File: src/rtl/xbus_pkg.sv
// Shared types for the external bus bridge: layout codes, phase codes
// and the boot-pin decoder. Assumes a three-pin boot code.
package xbus_pkg;

    typedef enum logic [1:0] {
        MODE_NOBUS = 2'd0,
        MODE_X8    = 2'd1,
        MODE_X16   = 2'd2
    } xmode_e;

    typedef enum logic [1:0] {
        PH_IDLE = 2'd0,
        PH_ADDR = 2'd1,
        PH_DATA = 2'd2
    } phase_e;

    // Map the three boot pins onto a bus layout; unlisted codes mean no bus.
    function automatic xmode_e decode_mode(input logic [2:0] pins);
        case (pins)
            3'b111, 3'b011: return MODE_X16;
            3'b101, 3'b001: return MODE_X8;
            default:        return MODE_NOBUS;
        endcase
    endfunction

endpackage

File: src/rtl/xbus_mode_latch.sv
// Boot layout capture. Samples the pins on every edge while reset is
// held and keeps the last sample once reset is released.
// Assumes the pins are stable around the releasing edge.
module xbus_mode_latch
    import xbus_pkg::*;
(
    input  logic       clk,
    input  logic       rst_n,
    input  logic [2:0] pins,
    output xmode_e     mode
);

    // Follow the pins during reset, freeze afterwards.
    always_ff @(posedge clk) begin
        if (!rst_n) begin
            mode <= decode_mode(pins);
        end
    end

endmodule

File: src/rtl/xbus_seq.sv
// Phase sequencer. Walks address and data phases for one or two byte
// beats, depending on the layout, and raises the acknowledge after
// the final data phase. Assumes req is a one-cycle pulse per transfer.
module xbus_seq
    import xbus_pkg::*;
(
    input  logic   clk,
    input  logic   rst_n,
    input  xmode_e mode,
    input  logic   req,
    output phase_e phase,
    output logic   beat,
    output logic   accept,
    output logic   last,
    output logic   nobus_hit,
    output logic   ack
);

    // Decide when a request is taken and when the final data phase runs.
    always_comb begin
        accept    = (phase == PH_IDLE) && req && (mode != MODE_NOBUS);
        nobus_hit = (phase == PH_IDLE) && req && (mode == MODE_NOBUS);
        last      = (phase == PH_DATA) && ((mode == MODE_X16) || beat);
    end

    // Advance the phase, the beat index and the acknowledge pulse.
    always_ff @(posedge clk) begin
        if (!rst_n) begin
            phase <= PH_IDLE;
            beat  <= 1'b0;
            ack   <= 1'b0;
        end else begin
            ack <= last || nobus_hit;
            case (phase)
                PH_IDLE: begin
                    if (accept) begin
                        phase <= PH_ADDR;
                        beat  <= 1'b0;
                    end
                end
                PH_ADDR: phase <= PH_DATA;
                PH_DATA: begin
                    if (last) begin
                        phase <= PH_IDLE;
                    end else begin
                        phase <= PH_ADDR;
                        beat  <= 1'b1;
                    end
                end
                default: phase <= PH_IDLE;
            endcase
        end
    end

endmodule

File: src/rtl/xbus_port_drv.sv
// Lane datapath. Holds the accepted request, drives address and write
// bytes onto the two lanes per phase, and assembles the read word.
// Assumes address and data are both twice the lane width.
module xbus_port_drv
    import xbus_pkg::*;
#(
    parameter int PORT_W = 8,
    localparam int AW    = 2 * PORT_W
) (
    input  logic              clk,
    input  logic              rst_n,
    input  xmode_e            mode,
    input  phase_e            phase,
    input  logic              beat,
    input  logic              accept,
    input  logic              last,
    input  logic              nobus_hit,
    input  logic [AW-1:0]     addr_i,
    input  logic [AW-1:0]     wdata_i,
    input  logic              wr_i,
    input  logic [PORT_W-1:0] up_i,
    input  logic [PORT_W-1:0] lo_i,
    output logic [PORT_W-1:0] up_o,
    output logic              up_oe_o,
    output logic [PORT_W-1:0] lo_o,
    output logic              lo_oe_o,
    output logic              astb_o,
    output logic              xrd_o,
    output logic [AW-1:0]     rdata_o
);

    logic [AW-1:0]     addr_q;
    logic [AW-1:0]     wdata_q;
    logic              wr_q;
    logic [PORT_W-1:0] rhi_q;
    logic [AW-1:0]     beat_addr;
    logic [PORT_W-1:0] wbyte;

    // Capture the request fields when the sequencer takes it.
    always_ff @(posedge clk) begin
        if (!rst_n) begin
            addr_q  <= '0;
            wdata_q <= '0;
            wr_q    <= 1'b0;
        end else if (accept) begin
            addr_q  <= addr_i;
            wdata_q <= wdata_i;
            wr_q    <= wr_i;
        end
    end

    // Per-beat address and write byte (high byte goes out first).
    always_comb begin
        beat_addr = addr_q + AW'(beat);
        wbyte     = beat ? wdata_q[PORT_W-1:0] : wdata_q[AW-1:PORT_W];
    end

    // Lane values, enables, strobe and direction for the current phase.
    always_comb begin
        up_o    = '0;
        lo_o    = '0;
        up_oe_o = 1'b0;
        lo_oe_o = 1'b0;
        astb_o  = 1'b0;
        xrd_o   = 1'b1;
        case (phase)
            PH_ADDR: begin
                astb_o  = 1'b1;
                xrd_o   = !wr_q;
                up_oe_o = 1'b1;
                lo_oe_o = 1'b1;
                up_o    = beat_addr[AW-1:PORT_W];
                lo_o    = beat_addr[PORT_W-1:0];
            end
            PH_DATA: begin
                xrd_o = !wr_q;
                if (mode == MODE_X16) begin
                    up_oe_o = wr_q;
                    lo_oe_o = wr_q;
                    up_o    = wr_q ? wdata_q[AW-1:PORT_W] : '0;
                    lo_o    = wr_q ? wdata_q[PORT_W-1:0] : '0;
                end else begin
                    up_oe_o = wr_q;
                    up_o    = wr_q ? wbyte : '0;
                    lo_oe_o = 1'b1;
                    lo_o    = beat_addr[PORT_W-1:0];
                end
            end
            default: begin
            end
        endcase
    end

    // Keep the first read byte of an 8-bit transfer until the second arrives.
    always_ff @(posedge clk) begin
        if (!rst_n) begin
            rhi_q <= '0;
        end else if ((phase == PH_DATA) && !wr_q && !beat && (mode == MODE_X8)) begin
            rhi_q <= up_i;
        end
    end

    // Publish the read word on the acknowledging edge only.
    always_ff @(posedge clk) begin
        if (!rst_n) begin
            rdata_o <= '0;
        end else if (nobus_hit) begin
            rdata_o <= '0;
        end else if (last && !wr_q) begin
            rdata_o <= (mode == MODE_X16) ? {up_i, lo_i} : {rhi_q, up_i};
        end
    end

endmodule

File: src/rtl/xbus_mux_if.sv
// Top of the external bus bridge. Joins the boot layout capture, the
// phase sequencer and the lane datapath. Assumes the requester pulses
// req_i for one cycle and waits for ack_o.
module xbus_mux_if
    import xbus_pkg::*;
#(
    parameter int PORT_W = 8
) (
    input  logic                  clk,
    input  logic                  rst_n,
    input  logic [2:0]            boot_mode_i,
    input  logic                  req_i,
    input  logic                  wr_i,
    input  logic [2*PORT_W-1:0]   addr_i,
    input  logic [2*PORT_W-1:0]   wdata_i,
    output logic                  ack_o,
    output logic [2*PORT_W-1:0]   rdata_o,
    output logic [PORT_W-1:0]     up_o,
    output logic                  up_oe_o,
    input  logic [PORT_W-1:0]     up_i,
    output logic [PORT_W-1:0]     lo_o,
    output logic                  lo_oe_o,
    input  logic [PORT_W-1:0]     lo_i,
    output logic                  astb_o,
    output logic                  xrd_o
);

    xmode_e mode_w;
    phase_e phase_w;
    logic   beat_w;
    logic   accept_w;
    logic   last_w;
    logic   nobus_w;

    xbus_mode_latch mode_i (
        .clk   (clk),
        .rst_n (rst_n),
        .pins  (boot_mode_i),
        .mode  (mode_w)
    );

    xbus_seq seq_i (
        .clk       (clk),
        .rst_n     (rst_n),
        .mode      (mode_w),
        .req       (req_i),
        .phase     (phase_w),
        .beat      (beat_w),
        .accept    (accept_w),
        .last      (last_w),
        .nobus_hit (nobus_w),
        .ack       (ack_o)
    );

    xbus_port_drv #(.PORT_W(PORT_W)) drv_i (
        .clk       (clk),
        .rst_n     (rst_n),
        .mode      (mode_w),
        .phase     (phase_w),
        .beat      (beat_w),
        .accept    (accept_w),
        .last      (last_w),
        .nobus_hit (nobus_w),
        .addr_i    (addr_i),
        .wdata_i   (wdata_i),
        .wr_i      (wr_i),
        .up_i      (up_i),
        .lo_i      (lo_i),
        .up_o      (up_o),
        .up_oe_o   (up_oe_o),
        .lo_o      (lo_o),
        .lo_oe_o   (lo_oe_o),
        .astb_o    (astb_o),
        .xrd_o     (xrd_o),
        .rdata_o   (rdata_o)
    );

endmodule

File: config.mk
export PLATFORM = sky130hd
export DESIGN_NAME = xbus_mux_if
export DESIGN_NICKNAME = d
export VERILOG_FILES = /design/src/rtl/xbus_pkg.sv /design/src/rtl/xbus_mode_latch.sv /design/src/rtl/xbus_seq.sv /design/src/rtl/xbus_port_drv.sv /design/src/rtl/xbus_mux_if.sv
export SDC_FILE = /design/constraint.sdc
export NUM_CORES = 1
export LEC_CHECK = 0
export ABC_AREA = 0
export BUFFER_PORTS_ARGS = -buffer_cell sky130_fd_sc_hd__buf_2
export CAP_MARGIN = 15
export CELL_PAD_IN_SITES_DETAIL_PLACEMENT = 0
export CELL_PAD_IN_SITES_GLOBAL_PLACEMENT = 1
export CORE_MARGIN = 2
export CORE_UTILIZATION = 37
export DETAILED_ROUTE_END_ITERATION = 16
export GPL_ROUTABILITY_DRIVEN = 0
export PLACE_DENSITY = 0.86
export SLEW_MARGIN = 20
export SYNTH_ARGS = -nofsm -noshare
export SYNTH_HDL_FRONTEND = slang
export SYNTH_SLANG_ARGS = --single-unit
export TNS_END_PERCENT = 1
File: constraint.sdc
create_clock -name clk -period 2.6 [get_ports clk]
set_input_delay 0.39 -clock clk [delete_from_list [all_inputs] [get_ports clk]]
set_output_delay 0.39 -clock clk [all_outputs]
set_load 0.05 [all_outputs]
==> flow_summary.yaml, run 1 <==
final_layout:
  fillers: 845
  drive_above_1_share_pct: 27.8
  nets: 538
  most-common-layout-cells: "nand2_1 (113), buf_2 (83), dfxtp_1 (61)"
  diodes: 0
  area_delta_synth_final_pct: 23.2
  final_common_cell: "nand2_1"
  utilization_pct: 47.4
clocking:
  cts_buffer_depth: 2
  insertion_delay_ps: 360
  cts_made_buffers: 9
  clock_sinks: 63
  cts-root-buf: "clkbuf_8"
  cts_tree: "done"
  clk_pin_slew_ps: 80
  cts_max_level: 3
floorplanning:
  start_util_pct: 38.5
  die-area_um2: 9390
  io-pin-count: 92
  rows: 33
  die-height_um: 96.9
  fp.coreArea_um2: 8300
  die_w_um: 96.9
status:
  status: "finished clean"
drt:
  wl_per_cell_um: 14.3
  drt_iter0_drc: 112
  via_per_inst: 5.16
  via_count: 3031
  ant_nets: 0
  wl_um: 8370
  firstDrtPassIters: 4
  drc: 0
setup_path:
  cp_num_buf_inv: 1
  cp_common_cell: "ha_2"
  crit_required_ps: 2210
  cp-end-kind: "primary output"
  path_class: "register to primary output"
  timing.rr.start: "mode_i.mode[1]"
  critPathLaunchType: "register"
  path_delay_family: "adder cells"
  cp_max_fo: 5
  crit_slowest_cell: "dfxtp_1"
  crit_start: "drv_i.addr_q[0]"
  cp_data_arrival_time_ps: 2130
  max_stage_delay_ps: 350
  crit_path_cell_trace: "ha_2 > ha_2 > and3_4 > nand4_1 > xor2_1 > o22ai_1 > buf_2"
grt:
  overflow: 0
  grt_pass1_wl_um: 14000
  grtUsageTotal_pct: 18.2
  grt_start_max_net_pins: 33
  antenna_found_initial: 0
  grt_pass1_vias: 2905
timing:
  setup_slack_ps: 80.5
  finalHoldViolations: 0
  final_max_slew_viol_count: 0
  tightest_slew_ps: 804
  timing.hold.ws_ps: 264
  rsz0062_at_grt: "yes"
  max_freq_ghz: 0.397
  slew_headroom_pct: 46.2
  period_share_pct: 96.9
  skew_ps: 10.9
  setup_viol: 0
  layout_min_cycle_time_ps: 2520
synth:
  synth_flop_cell: "dfxtp_1"
  synth_cell_type_count: 46
  synth-seq-cells: 63
  syn_inst: 395
  yosysTopAreaCell: "dfxtp_1"
  syn-num-nets: 456
  synth_top_area_share_pct: 38.2
  netlist_area_um2: 3190
  syn_avg_cell_area_um2: 8.09
  ys_top_cells_by_area: "dfxtp_1 (38%), nand2_1 (13%), a21oi_1 (6.4%)"
  seq_area_frac_synth_pct: 40.1
  ys_warn_count: 0
  synthArstFlopShare_pct: 0
  synth_edf_count: 2
pwr:
  p_per_area_nw_per_um2: 622
  vdd_drop_max_mv: 0.268
  p_leak_nw: 1.56
placement:
  hpwlAfterDp_um: 6000
  portBuffers: 90
  place_ws_ps: 349
worst_hold_path:
  hold_start: "wdata_i[14]"
  hp-class: "input port to register"
run:
  cap_violations: 0
-- final cells by class --
| cell class | instances | area (µm²) | area share [%] |
|---|---|---|---|
| clock buffer | 10 | 138 | 3.50 |
| clock inverter | 6 | 70.1 | 1.78 |
| inverter | 6 | 22.5 | 0.572 |
| multi-input combinational | 300 | 1770 | 45.0 |
| sequential | 63 | 1280 | 32.6 |
| tap | 105 | 131 | 3.34 |
| timing repair buffer | 97 | 520 | 13.2 |
-- sequential cells by signal, indices dropped and copies added, names as in the netlist --
register / cells
drv_i.rdata_o: 16
drv_i.wdata_q: 16
mode_i.mode: 2
drv_i.rhi_q: 8
seq_i.ack: 1
drv_i.addr_q: 16
seq_i.beat: 1
seq_i.phase: 2
drv_i.wr_q: 1
-- Yosys cell counts, drive strengths merged, types with 2 or more instances --
library cell	n
o21ai	3
nand3	10
inv	6
o211ai	2
clkbuf	10
nor2b	6
xor2	4
a311oi	16
a32oi	2
nand4	4
nor3	4
dfxtp	61
nand2b	2
buf	16
nor4	4
a21oi	42
nand2	114
and3	3
mux2i	16
a22oi	4
ha	6
edfxtp	2
nor2	31
xnor2	10
o22ai	9
-- worst reg2reg max path, stage by stage (launching register included) --
cell and delay, ps:
edfxtp_1 510, o211ai_2 710, buf_4 360, nand3_1 120, a21oi_1 140
-- where the power goes --
| part | internal (mW) | switching, mW |
|---|---|---|
| sequential | 1.03 | 0.0687 |
| clock | 0.471 | 0.419 |
| combinational | 0.169 | 0.290 |
| total | 1.67 | 0.778 |
-- metrics by stage --
step	power, mW	cells	TNS (ps)	cell area, µm²
floorplan	1.43	395	0	3190
finish	2.45	587	0	3940
global placement	1.55	571	0	3670
global route	2.56	587	-15.7	3940
detailed placement	1.56	571	0	3670
CTS	2.45	587	0	3900
-- routing by layer --
layer	track usage [%]	vias to the layer above	share of wire, %
met5	0	-	0
met2	29.0	89	46
met4	7.58	0	1.8
li1	-	1533	-
met3	3.68	15	5.2
met1	24.1	1394	47
-- what timing repair did --
action	CTS	global route
resized for setup	6	10
pin swaps	0	1
endpoints found under the setup margin	6	16
hold buffers	0	0
setup buffers	0	0
-- worst paths after layout --
path / endpoint / slack, ps / depth (start not counted)
setup / recovery: up_o[2] / 80 / 7
hold reg to reg: drv_i.wdata_q[12] / 460 / 2
setup reg to reg: seq_i.phase[1] / 690 / 4
hold / removal: drv_i.wdata_q[14] / 260 / 3
-- logic make-up after synthesis --
logic type,synth area share [%]
muxes,5.01
AOI/OAI and AO/OA,16.8
adders and majority gates,2.35
and+or+nand+nor,26.4
DFF,40.1
xor gates and xnor gates,3.84
buffers and inverters,5.56
No activity file was read; power rests on OpenSTA's default activity.
==> run 2, diff against run 1 <==
- BUFFER_PORTS_ARGS: -buffer_cell sky130_fd_sc_hd__buf_2 -> -buffer_cell sky130_fd_sc_hd__clkbuf_2
- CELL_PAD_IN_SITES_GLOBAL_PLACEMENT: 1 -> 2
- CORE_UTILIZATION: 37 -> 29
- SETUP_SLACK_MARGIN: default -> 0.02
==> flow_summary.yaml, run 2 (synthesis results as in run 1) <==
timing:
  setup_slack_ps: 148
  skew_ps: 9.37
  layout_min_cycle_time_ps: 2450
  setup_tns_ps: 0
  final_max_slew_viol_count: 0
  rsz0062_at_grt: "yes"
  period_share_pct: 94.3
  setup_viol: 0
  tightest_slew_ps: 931
  finalHoldViolations: 0
  max_freq_ghz: 0.408
  slew_headroom_pct: 37.7
floorplanning:
  io-pin-count: 92
  die_w_um: 109
  die-area_um2: 11900
  die-height_um: 109
  rows: 38
  start_util_pct: 29.6
  fp.coreArea_um2: 10800
final_layout:
  largestRegisters: "drv_i.addr_q: 16 flops, drv_i.rdata_o: 16 flops, drv_i.wdata_q: 16 flops"
  final-seq-area_um2: 1280
  diodes: 0
  multi_input_area_um2: 1800
  nets: 541
  most-common-layout-cells: "nand2_1 (113), clkbuf_2 (83), dfxtp_1 (60)"
  final_common_cell: "nand2_1"
  drive_above_1_share_pct: 28.7
  fillers: 1137
  area_delta_synth_final_pct: 26.1
clocking:
  cts-root-buf: "clkbuf_8"
  cts_max_level: 3
  clock_sinks: 63
  clk_pin_slew_ps: 80
  cts_buffer_depth: 2
  hold_buffers: 0
  cts_made_buffers: 9
  insertion_delay_ps: 340
  cts_tree: "done"
grt:
  grt_pass1_wl_um: 14400
  grtUsageTotal_pct: 15.5
  overflow: 0
  grt_start_max_net_pins: 33
  antenna_found_initial: 0
  grt_pass1_vias: 2981
setup_path:
  cp_max_fo: 5
  critPathLaunchType: "register"
  crit_required_ps: 2210
  cp_data_arrival_time_ps: 2060
  cp-end-kind: "primary output"
  path_class: "register to primary output"
pwr:
  p_per_area_nw_per_um2: 594
  p_clk_share_pct: 34.6
  swShare_pct: 31.5
  p_leak_nw: 1.60
  p_sw_mw: 0.754
  vdd_drop_max_mv: 0.329
  p_int_mw: 1.64
  total_power_mw: 2.39
  combPwrFrac_pct: 19.4
  p_seq_share_pct: 46.1
drt:
  ant_nets: 0
  wl_per_cell_um: 14.0
  wl_um: 8770
  drc: 0
  via_count: 3033
  firstDrtPassIters: 4
  drt_iter0_drc: 186
  via_per_inst: 4.85
placement:
  hpwlAfterDp_um: 6470
  place_ws_ps: 273
  portBuffers: 90
worst_hold_path:
  hp-class: "input port to register"
run:
  cap_violations: 0
status:
  status: "finished clean"
-- run 2: cell count changes in the layout (fill, tap and decap cells not counted), sizes merged --
cell	before	now
clkinvlp	3	1
clkbuf	13	97
clkinv	2	4
buf	94	13
-- run 2: layout make-up --
type | instances | area share [%]
Clock buffer | 10 | 3.17
Clock inverter | 6 | 1.52
Inverter | 6 | 0.559
Multi-Input combinational cell | 300 | 44.6
Sequential cell | 63 | 31.8
Tap cell | 140 | 4.35
Timing Repair Buffer | 100 | 14.0
-- run 2: routing by layer --
layer	up-vias	global-route usage (%)	routed length [µm]
met5	-	0	0
met1	1390	20.2	4070
met4	0	4.85	103
met3	13	3.71	540
met2	96	25.5	4060
li1	1534	-	-
-- run 2: path summary, 6_finish.rpt --
kind,endpoint,slack [ps],cells past startpoint,start
max,lo_o[6],150,7,seq_i.beat
min,drv_i.addr_q[12],260,3,addr_i[12]
max reg2reg,drv_i.wdata_q[1],620,4,mode_i.mode[1]
min reg2reg,drv_i.wdata_q[15],460,2,drv_i.wdata_q[15]
-- run 2: power groups by stage --
stage	Sequential (mW)	Clock (mW)	Combinational, mW
2_1_floorplan	1.12	0	0.313
3_3_place_gp	1.12	0	0.450
3_5_place_dp	1.12	0	0.457
4_1_cts	1.10	0.860	0.461
5_1_grt	1.11	0.893	0.522
6_report	1.10	0.828	0.463
-- run 2: critical path: stages, from the launching register on --
cell     delay, ps
dfxtp_2        340
ha_4           170
ha_2           190
and3_2         260
a311o_1        350
o21ai_0         90
o22ai_2        140
buf_8          170
-- run 2: timing repair --
action	CTS	global route
cloned	0	0
gates resized for setup	10	20
setup endpoints to repair	6	13
pin swaps	1	2
buffers inserted	0	0
-- run 2: stage by stage --
| stage | std cells | hold slack [ps] | util [%] | instance area, µm² |
|---|---|---|---|---|
| 5_1_grt | 625 | 263 | 37.3 | 4030 |
| 3_3_place_gp | 609 | 450 | 34.7 | 3740 |
| 4_1_cts | 625 | 242 | 36.8 | 3980 |
| 6_report | 625 | 260 | 37.3 | 4030 |
| 2_1_floorplan | 395 | 436 | - | 3190 |
| 3_5_place_dp | 609 | 452 | 34.7 | 3740 |
